[src/rtl/bcd_dpd_pkg.sv]
package bcd_dpd_pkg;
  localparam int NIB_W     = 4;
  localparam int DIGITS    = 3;
  localparam int BCD3_W    = NIB_W * DIGITS;
  localparam int DECLET_W  = 10;
  typedef logic [NIB_W-1:0]    nib_t;
  typedef logic [BCD3_W-1:0]   bcd3_t;
  typedef logic [DECLET_W-1:0] declet_t;
endpackage

[src/rtl/dpd_nib_check.sv]
module dpd_nib_check
  import bcd_dpd_pkg::*;
#(
  parameter int NIBS = DIGITS
) (
  input  logic [NIBS*NIB_W-1:0] bcd_i,
  output logic                  bad_o
);
  logic [NIBS-1:0] over;
  for (genvar n = 0; n < NIBS; n++) begin : g_nib
    assign over[n] = (bcd_i[n*NIB_W +: NIB_W] > nib_t'(9));
  end
  assign bad_o = |over;
endmodule

[src/rtl/dpd_declet_enc.sv]
module dpd_declet_enc
  import bcd_dpd_pkg::*;
(
  input  bcd3_t   bcd_i,
  output declet_t dpd_o
);
  nib_t hun, ten, uni;
  assign hun = bcd_i[11:8];
  assign ten = bcd_i[7:4];
  assign uni = bcd_i[3:0];

  // large-digit indicators (digit is 8 or 9)
  logic [2:0] big;
  assign big = {hun[3], ten[3], uni[3]};

  always_comb begin
    unique case (big)
      3'b000: dpd_o = {hun[2:0], ten[2:0], 1'b0, uni[2:0]};
      3'b001: dpd_o = {hun[2:0], ten[2:0], 1'b1, 2'b00, uni[0]};
      3'b010: dpd_o = {hun[2:0], uni[2:1], ten[0], 1'b1, 2'b01, uni[0]};
      3'b011: dpd_o = {hun[2:0], 2'b10, ten[0], 1'b1, 2'b11, uni[0]};
      3'b100: dpd_o = {uni[2:1], hun[0], ten[2:0], 1'b1, 2'b10, uni[0]};
      3'b101: dpd_o = {ten[2:1], hun[0], 2'b01, ten[0], 1'b1, 2'b11, uni[0]};
      3'b110: dpd_o = {uni[2:1], hun[0], 2'b00, ten[0], 1'b1, 2'b11, uni[0]};
      default: dpd_o = {2'b00, hun[0], 2'b11, ten[0], 1'b1, 2'b11, uni[0]};
    endcase
  end

  always_comb begin
    // never a redundant all-large code with non-zero top pair
    p_canonical_r3: assert (!(dpd_o[3:1] == 3'b111 && dpd_o[6:5] == 2'b11
                              && dpd_o[9:8] != 2'b00));
    // all-small digits keep their low three bits in place
    if (hun < 4'd8 && ten < 4'd8 && uni < 4'd8)
      p_small_digits_r2: assert (dpd_o[3] == 1'b0 && dpd_o[2:0] == uni[2:0]
                                 && dpd_o[6:4] == ten[2:0]);
  end
endmodule

[src/rtl/dpd_half_pack.sv]
module dpd_half_pack
  import bcd_dpd_pkg::*;
#(
  parameter int HALF_W  = 32,
  parameter int DECLETS = 2
) (
  input  logic [HALF_W-1:0]  half_i,
  output logic [HALF_W-1:0]  half_o,
  output logic [DECLETS-1:0] bad_o
);
  localparam int USED_IN  = DECLETS * BCD3_W;
  localparam int USED_OUT = DECLETS * DECLET_W;

  logic [USED_OUT-1:0] packed_w;

  for (genvar k = 0; k < DECLETS; k++) begin : g_lane
    dpd_declet_enc u_enc (
      .bcd_i (half_i[k*BCD3_W +: BCD3_W]),
      .dpd_o (packed_w[k*DECLET_W +: DECLET_W])
    );
    dpd_nib_check #(.NIBS(DIGITS)) u_chk (
      .bcd_i (half_i[k*BCD3_W +: BCD3_W]),
      .bad_o (bad_o[k])
    );
  end

  if (USED_OUT < HALF_W) begin : g_pad
    assign half_o = {{(HALF_W-USED_OUT){1'b0}}, packed_w};
  end else begin : g_nopad
    assign half_o = packed_w;
  end

  if (USED_IN < HALF_W) begin : g_idle
    logic unused_hi;
    assign unused_hi = ^half_i[HALF_W-1:USED_IN];
  end
endmodule

[src/rtl/bcd_dpd_pack.sv]
module bcd_dpd_pack
  import bcd_dpd_pkg::*;
#(
  parameter int WORD_W = 64,
  parameter int HALF_W = 32,
  parameter int DPH    = 2
) (
  input  logic                           clk_i,
  input  logic                           rst_ni,
  input  logic                           valid_i,
  input  logic [WORD_W-1:0]              bcd_i,
  output logic                           valid_o,
  output logic [WORD_W-1:0]              dpd_o,
  output logic [(WORD_W/HALF_W)*DPH-1:0] bad_o
);
  localparam int HALVES   = WORD_W / HALF_W;
  localparam int LANES    = HALVES * DPH;
  localparam int USED_OUT = DPH * DECLET_W;

  logic [WORD_W-1:0] enc_w;
  logic [LANES-1:0]  bad_w;

  for (genvar h = 0; h < HALVES; h++) begin : g_half
    dpd_half_pack #(.HALF_W(HALF_W), .DECLETS(DPH)) u_half (
      .half_i (bcd_i[h*HALF_W +: HALF_W]),
      .half_o (enc_w[h*HALF_W +: HALF_W]),
      .bad_o  (bad_w[h*DPH +: DPH])
    );
  end

  always_ff @(posedge clk_i or negedge rst_ni) begin
    if (!rst_ni) begin
      valid_o <= 1'b0;
      dpd_o   <= '0;
      bad_o   <= '0;
    end else begin
      valid_o <= valid_i;
      if (valid_i) begin
        dpd_o <= enc_w;
        bad_o <= bad_w;
      end
    end
  end

  p_valid_lat_r7: assert property (@(posedge clk_i) disable iff (!rst_ni)
    valid_i |=> valid_o);
  p_valid_idle_r7: assert property (@(posedge clk_i) disable iff (!rst_ni)
    !valid_i |=> !valid_o);
  p_hold_r8: assert property (@(posedge clk_i) disable iff (!rst_ni)
    !valid_i |=> ($stable(dpd_o) && $stable(bad_o)));

  if (USED_OUT < HALF_W) begin : g_chk_pad
    for (genvar h = 0; h < HALVES; h++) begin : g_h
      p_unused_zero_r5: assert property (@(posedge clk_i) disable iff (!rst_ni)
        valid_o |-> (dpd_o[h*HALF_W+USED_OUT +: HALF_W-USED_OUT] == '0));
    end
  end
endmodule

[config.mk]
export PLATFORM = sky130hd
export DESIGN_NAME = bcd_dpd_pack
export DESIGN_NICKNAME = d
export VERILOG_FILES = /design/src/rtl/bcd_dpd_pkg.sv /design/src/rtl/dpd_nib_check.sv /design/src/rtl/dpd_declet_enc.sv /design/src/rtl/dpd_half_pack.sv /design/src/rtl/bcd_dpd_pack.sv
export SDC_FILE = /design/constraint.sdc
export NUM_CORES = 1
export LEC_CHECK = 0
export BUFFER_PORTS_ARGS = -buffer_cell sky130_fd_sc_hd__buf_4
export CAP_MARGIN = 20
export CORE_AREA = 2 2 76 78
export DETAILED_ROUTE_END_ITERATION = 16
export DIE_AREA = 0 0 78 80
export PLACE_DENSITY = 0.83
export SYNTH_ARGS = -nofsm -noshare
export SYNTH_HDL_FRONTEND = slang
export SYNTH_SLANG_ARGS = --single-unit
export TNS_END_PERCENT = 30
[constraint.sdc]
create_clock -name clk_i -period 2.1 [get_ports clk_i]
set_clock_uncertainty 0.05 [all_clocks]
set_input_delay 0.21 -clock clk_i [delete_from_list [all_inputs] [get_ports clk_i]]
set_output_delay 0.21 -clock clk_i [all_outputs]
set_load 0.02 [all_outputs]
-- Word level (Yosys, flattened, before mapping)
Index checks and enable logic that the tools add are counted.
- div/mod/pow operators: 0
- reductions and logical operators: 8
- equal/unequal tests: 24
- magnitude comparators: 12
- mux-type cells: 4
- shift operators: 0
- bitwise gates (word level): 0
- $mul: 0
- add/subtract/negate cells: 0
- operator list (kind ; count):
    $pmux W10 S7 ; 4
    $gt A4 B4 Y1 const B ; 12
    $eq A3 B3 Y1 const B ; 12
    $eq A3 B2 Y1 const B ; 8
    $eq A3 B1 Y1 const B ; 4
    $logic_not A3 Y1 ; 4
    $reduce_or A3 Y1 ; 4
- memory bits (writable): 0
- register bits: 45
- input port bits: 67
- output and inout port bits: 69
- memories: 0
- bits in read-only memories: 0
- logic and storage cells: 51
- bits in latches: 0

-- Depth between registers and ports, before layout
- depth after elaboration: 2
- mapped depth: 4

-- Hierarchy
From an unflattened synthesis, not the netlist that was laid out.
- cells, all modules: 295
- area total of the unflattened synthesis: 3698.5 um^2
- by module, submodules not included (module ; area each (um^2) ; sequential area each (um^2) ; instances ; cells each):
    bcd_dpd_pack ; 2640.0 ; 1726.7 ; 1 ; 145
    dpd_declet_enc ; 197.7 ; 0.0 ; 4 ; 27
    dpd_half_pack ; 93.8 ; 0.0 ; 2 ; 13
    dpd_nib_check ; 20.0 ; 0.0 ; 4 ; 4

-- Worst setup path after synthesis
Ideal clock, no wire load.
- kind: input-to-reg
- start point: input valid_i
- end point: register dpd_o[0]
- data required time: 1.925 ns
- stages on the path: 3
- buffers on the path: 2
- slack: 1.054 ns
- data arrival time: 0.871 ns
- setup time: 0.125 ns
- cell sequence: buf_4 -> buf_2 -> mux2_2
- RTL lines (what ; RTL line ; RTL):
    start, declared ; bcd_dpd_pack.sv:10 ; input logic valid_i,
    end signal, assigned ; bcd_dpd_pack.sv:39 ; dpd_o <= enc_w;
    end, declared ; bcd_dpd_pack.sv:13 ; output logic [WORD_W-1:0] dpd_o,
No word-level cell between the ends.

-- Worst setup path after layout
- start point: register dpd_o[5]
- end point: output dpd_o[5]
No word-level cell between the ends.

==> flow_metrics.tcl <==
set metrics [dict create \
    syn_avg_cell_area_sq_um 9.56 \
    cts.clk_slew.worst_paths_ns 0.08 \
    die_y_microns 80 \
    numCtsBuffers 5 \
    pre_cts_ws_ns 0.737 \
    fmax_ghz 0.895 \
    portBuffers 95 \
    worst_path_max_delay_cell "dfrtp_1" \
    finalCritPeriodShare 0.532 \
    cellLeakagePower_nw 1.48 \
    grt_pass1_vias 1972 \
    worst_r2r_startpoint "dpd_o[36]" \
    place_area_sq_um 3100 \
    dpl.cell_count 410 \
    final_util 0.593 \
    rsz0062_at_grt "false" \
    crit_fanout 2 \
    drt_iter0_markers 93 \
    worstRegToRegCells 1 \
    vias_per_cell 5.02 \
    synth-seq-cells 45 \
    cts.repair.resized 0 \
    tightestPinTransition_ns 0.565 \
    grt_first_pass_wirelength_microns 8760 \
    clockBufferDepth 2 \
    antenna_found_initial 0 \
    netlist_instances 262 \
    fin_nets 413 \
    first_pass_iters 4 \
    cap_violations 0 \
    slew_violations 0 \
    vias 2098 \
    netlist_area_sq_um 2500 \
    clk-insertion-delay-late_ns 0.29 \
    criticalPathCategory "flop to output port" \
    cts-root-buf "clkbuf_8" \
    post-cts-setup-buffers 0 \
    synth_fa_ha_area_frac 0 \
    crit_arrival_ns 0.86 \
    area_growth_pct 27.9 \
    synth_xor_xnor_area_share 0.00699 \
    fin_cells 418 \
    worst-path-stages 1 \
    synthMuxAreaShare 0.0539 \
    grt_usage 0.173 \
    ir_drop_v 0.000352 \
    setup_violations 0 \
    synth_compound_area_frac 0.189 \
    boundaryPins 136 \
    crit_chain "buf_4" \
    synth_top_family_by_area "compound AO/OA/AOI/OAI gates" \
    worstSetupEndpoint "dpd_o[5]" \
    highest_layer "met4" \
    antenna_cells 0 \
    drcViolationCount 0 \
    setup_ws_ns 0.983 \
    htreeDepth 2 \
    drt-met1-wl_microns 2210 \
    power.density_nw_per_um2 673 \
    gp_congestion 0.809 \
    wl_met2_microns 2690 \
    cts_tree "built" \
    worstPathRequired_ns 1.84 \
    die_area_sq_um 6240 \
    start_util 0.463 \
    seq_area_frac_synth 0.450 \
    start_kind "flop" \
    ff2ff_setup_slack_ns 1.28 \
    netlist-cell-type-count 35 \
    dp_hpwl_microns 3930 \
    crit_start "dpd_o[5]" \
    worst-path-buf-inv 1 \
    final_layout_size_suffix_gt1_frac 0.355 \
    rows 27 \
    dieWidth_microns 78 \
    clock_sinks 45 \
    end_kind "output port" \
    drt-wirelength-per-cell_microns 12.7 \
    tns_ns 0 \
    core_area_sq_um 5410 \
    status "complete, no violations" \
    yosys_warnings 0 \
    fin_area_sq_um 3200 \
    slew_headroom 0.623 \
    grt_max_degree 46 \
    synthSimpleGateAreaFrac 0.148 \
    routed_wl_microns 5300 \
    reg2reg_to "dpd_o[36]" \
    drtAntennaViolNets 0 \
    gr-total-overflow 0 \
    route.met3.wl_microns 360 \
    power_mw 2.16 \
    fin_worst_hold_slack_ns 0.0984 \
    fin_crit_ns 1.12 \
    slowest_delay_ns 0.40 \
    critPathTopFamily "flip-flops" \
    hold_class "primary input to flop" \
    hold_viol_final 0 \
]
-- final cells by class --
| cell class | instances | area (sq um) |
|---|---|---|
| Fill cell | 478 | 2200 |
| Sequential cell | 45 | 1130 |
| Multi-Input combinational cell | 180 | 1090 |
| Timing Repair Buffer | 98 | 751 |
| Tap cell | 72 | 90.1 |
| Clock buffer | 6 | 82.6 |
| Inverter | 16 | 60.1 |
| Clock inverter | 1 | 7.51 |
-- logic make-up after synthesis --
| group | Yosys count |
|---|---|
| DFF | 45 |
| other | 1 |
| muxes | 12 |
| and+or+nand+nor | 75 |
| AOI/OAI and AO/OA | 67 |
| xor gates and xnor gates | 2 |
| buffers and inverters | 60 |
-- flip-flops by register name, indices dropped and copies added, names as in the netlist --
name and cells:
bad_o 4, dpd_o 40, valid_o 1
-- power breakdown --
group | switching, mW | internal [mW]
sequential | 0.0473 | 0.953
clock | 0.279 | 0.260
combinational | 0.346 | 0.270
-- cell usage in the layout, fill, tap and decap left out --
cell and instances:
a21oi_1 12, a311oi_1 3, clkinvlp_4 1, nor2_1 36, nand3b_1 2, and3_1 1, nor2b_1 8, nand2_1 13
a221oi_1 4, o32ai_2 1, o21ai_0 14, and2b_1 2, a221o_1 2, and3_4 1, nand2b_1 2, nor3b_1 1
nor3_1 1, dfrtp_1 45, or2_1 1, nand3_1 4, o21ai_2 2, o32ai_1 7, conb_1 24, buf_12 1
nor3b_2 3, mux2_2 12, a31oi_1 6, inv_1 16, a22oi_1 1, xor2_1 2, a211oi_1 7, buf_4 96
dlygate4sd3_1 1, clkbuf_8 6, a22o_1 1, a41oi_1 7
-- Yosys cell counts --
cell type	n	area share
dfrtp_1	45	0.45
nor2_1	36	0.054
buf_4	29	0.087
inv_1	16	0.024
o21ai_0	14	0.028
nand2_1	13	0.019
a21oi_1	12	0.024
mux2_2	12	0.054
buf_2	10	0.020
nor2b_1	8	0.020
a211oi_1	7	0.021
a41oi_1	7	0.024
o32ai_1	7	0.024
a31oi_1	6	0.015
a221oi_1	4	0.014
buf_6	4	0.018
nand3_1	4	0.0080
a311oi_1	3	0.010
nor3b_2	3	0.015
a221o_1	2	0.0080
and2b_1	2	0.0060
nand2b_1	2	0.0050
nand3b_1	2	0.0060
o21ai_2	2	0.0070
xor2_1	2	0.0070
a22o_1	1	0.0035
a22oi_1	1	0.0030
and3_1	1	0.0025
and3_4	1	0.0045
clkbuf_2	1	0.0020
conb_1	1	0.0015
nor3_1	1	0.0020
nor3b_1	1	0.0030
o32ai_2	1	0.0065
or2_1	1	0.0025
-- routing by layer --
metal  vias up  global-route usage
li1       1034                   -
met4         0              0.0439
met5         -                   0
met2        71               0.310
met1       988               0.207
met3         5              0.0430
-- repair_timing --
item	4_1_cts	5_1_grt
endpoints found under the hold margin	45	0
setup endpoints to repair	0	0
hold buffers	1	0
-- how the worst min path moves through the flow --
stage / startpoint / slack (ns) / to / cells after the start
floorplan: rst_ni / -0.14 / bad_o[0] / 0
global placement: rst_ni / 0.19 / dpd_o[44] / 1
detailed placement: rst_ni / 0.20 / dpd_o[45] / 1
CTS: bcd_i[32] / 0.09 / dpd_o[32] / 2
global route: bcd_i[4] / 0.09 / dpd_o[4] / 2
finish: bcd_i[32] / 0.1 / dpd_o[32] / 2
No activity file was read; power rests on OpenSTA's default activity.
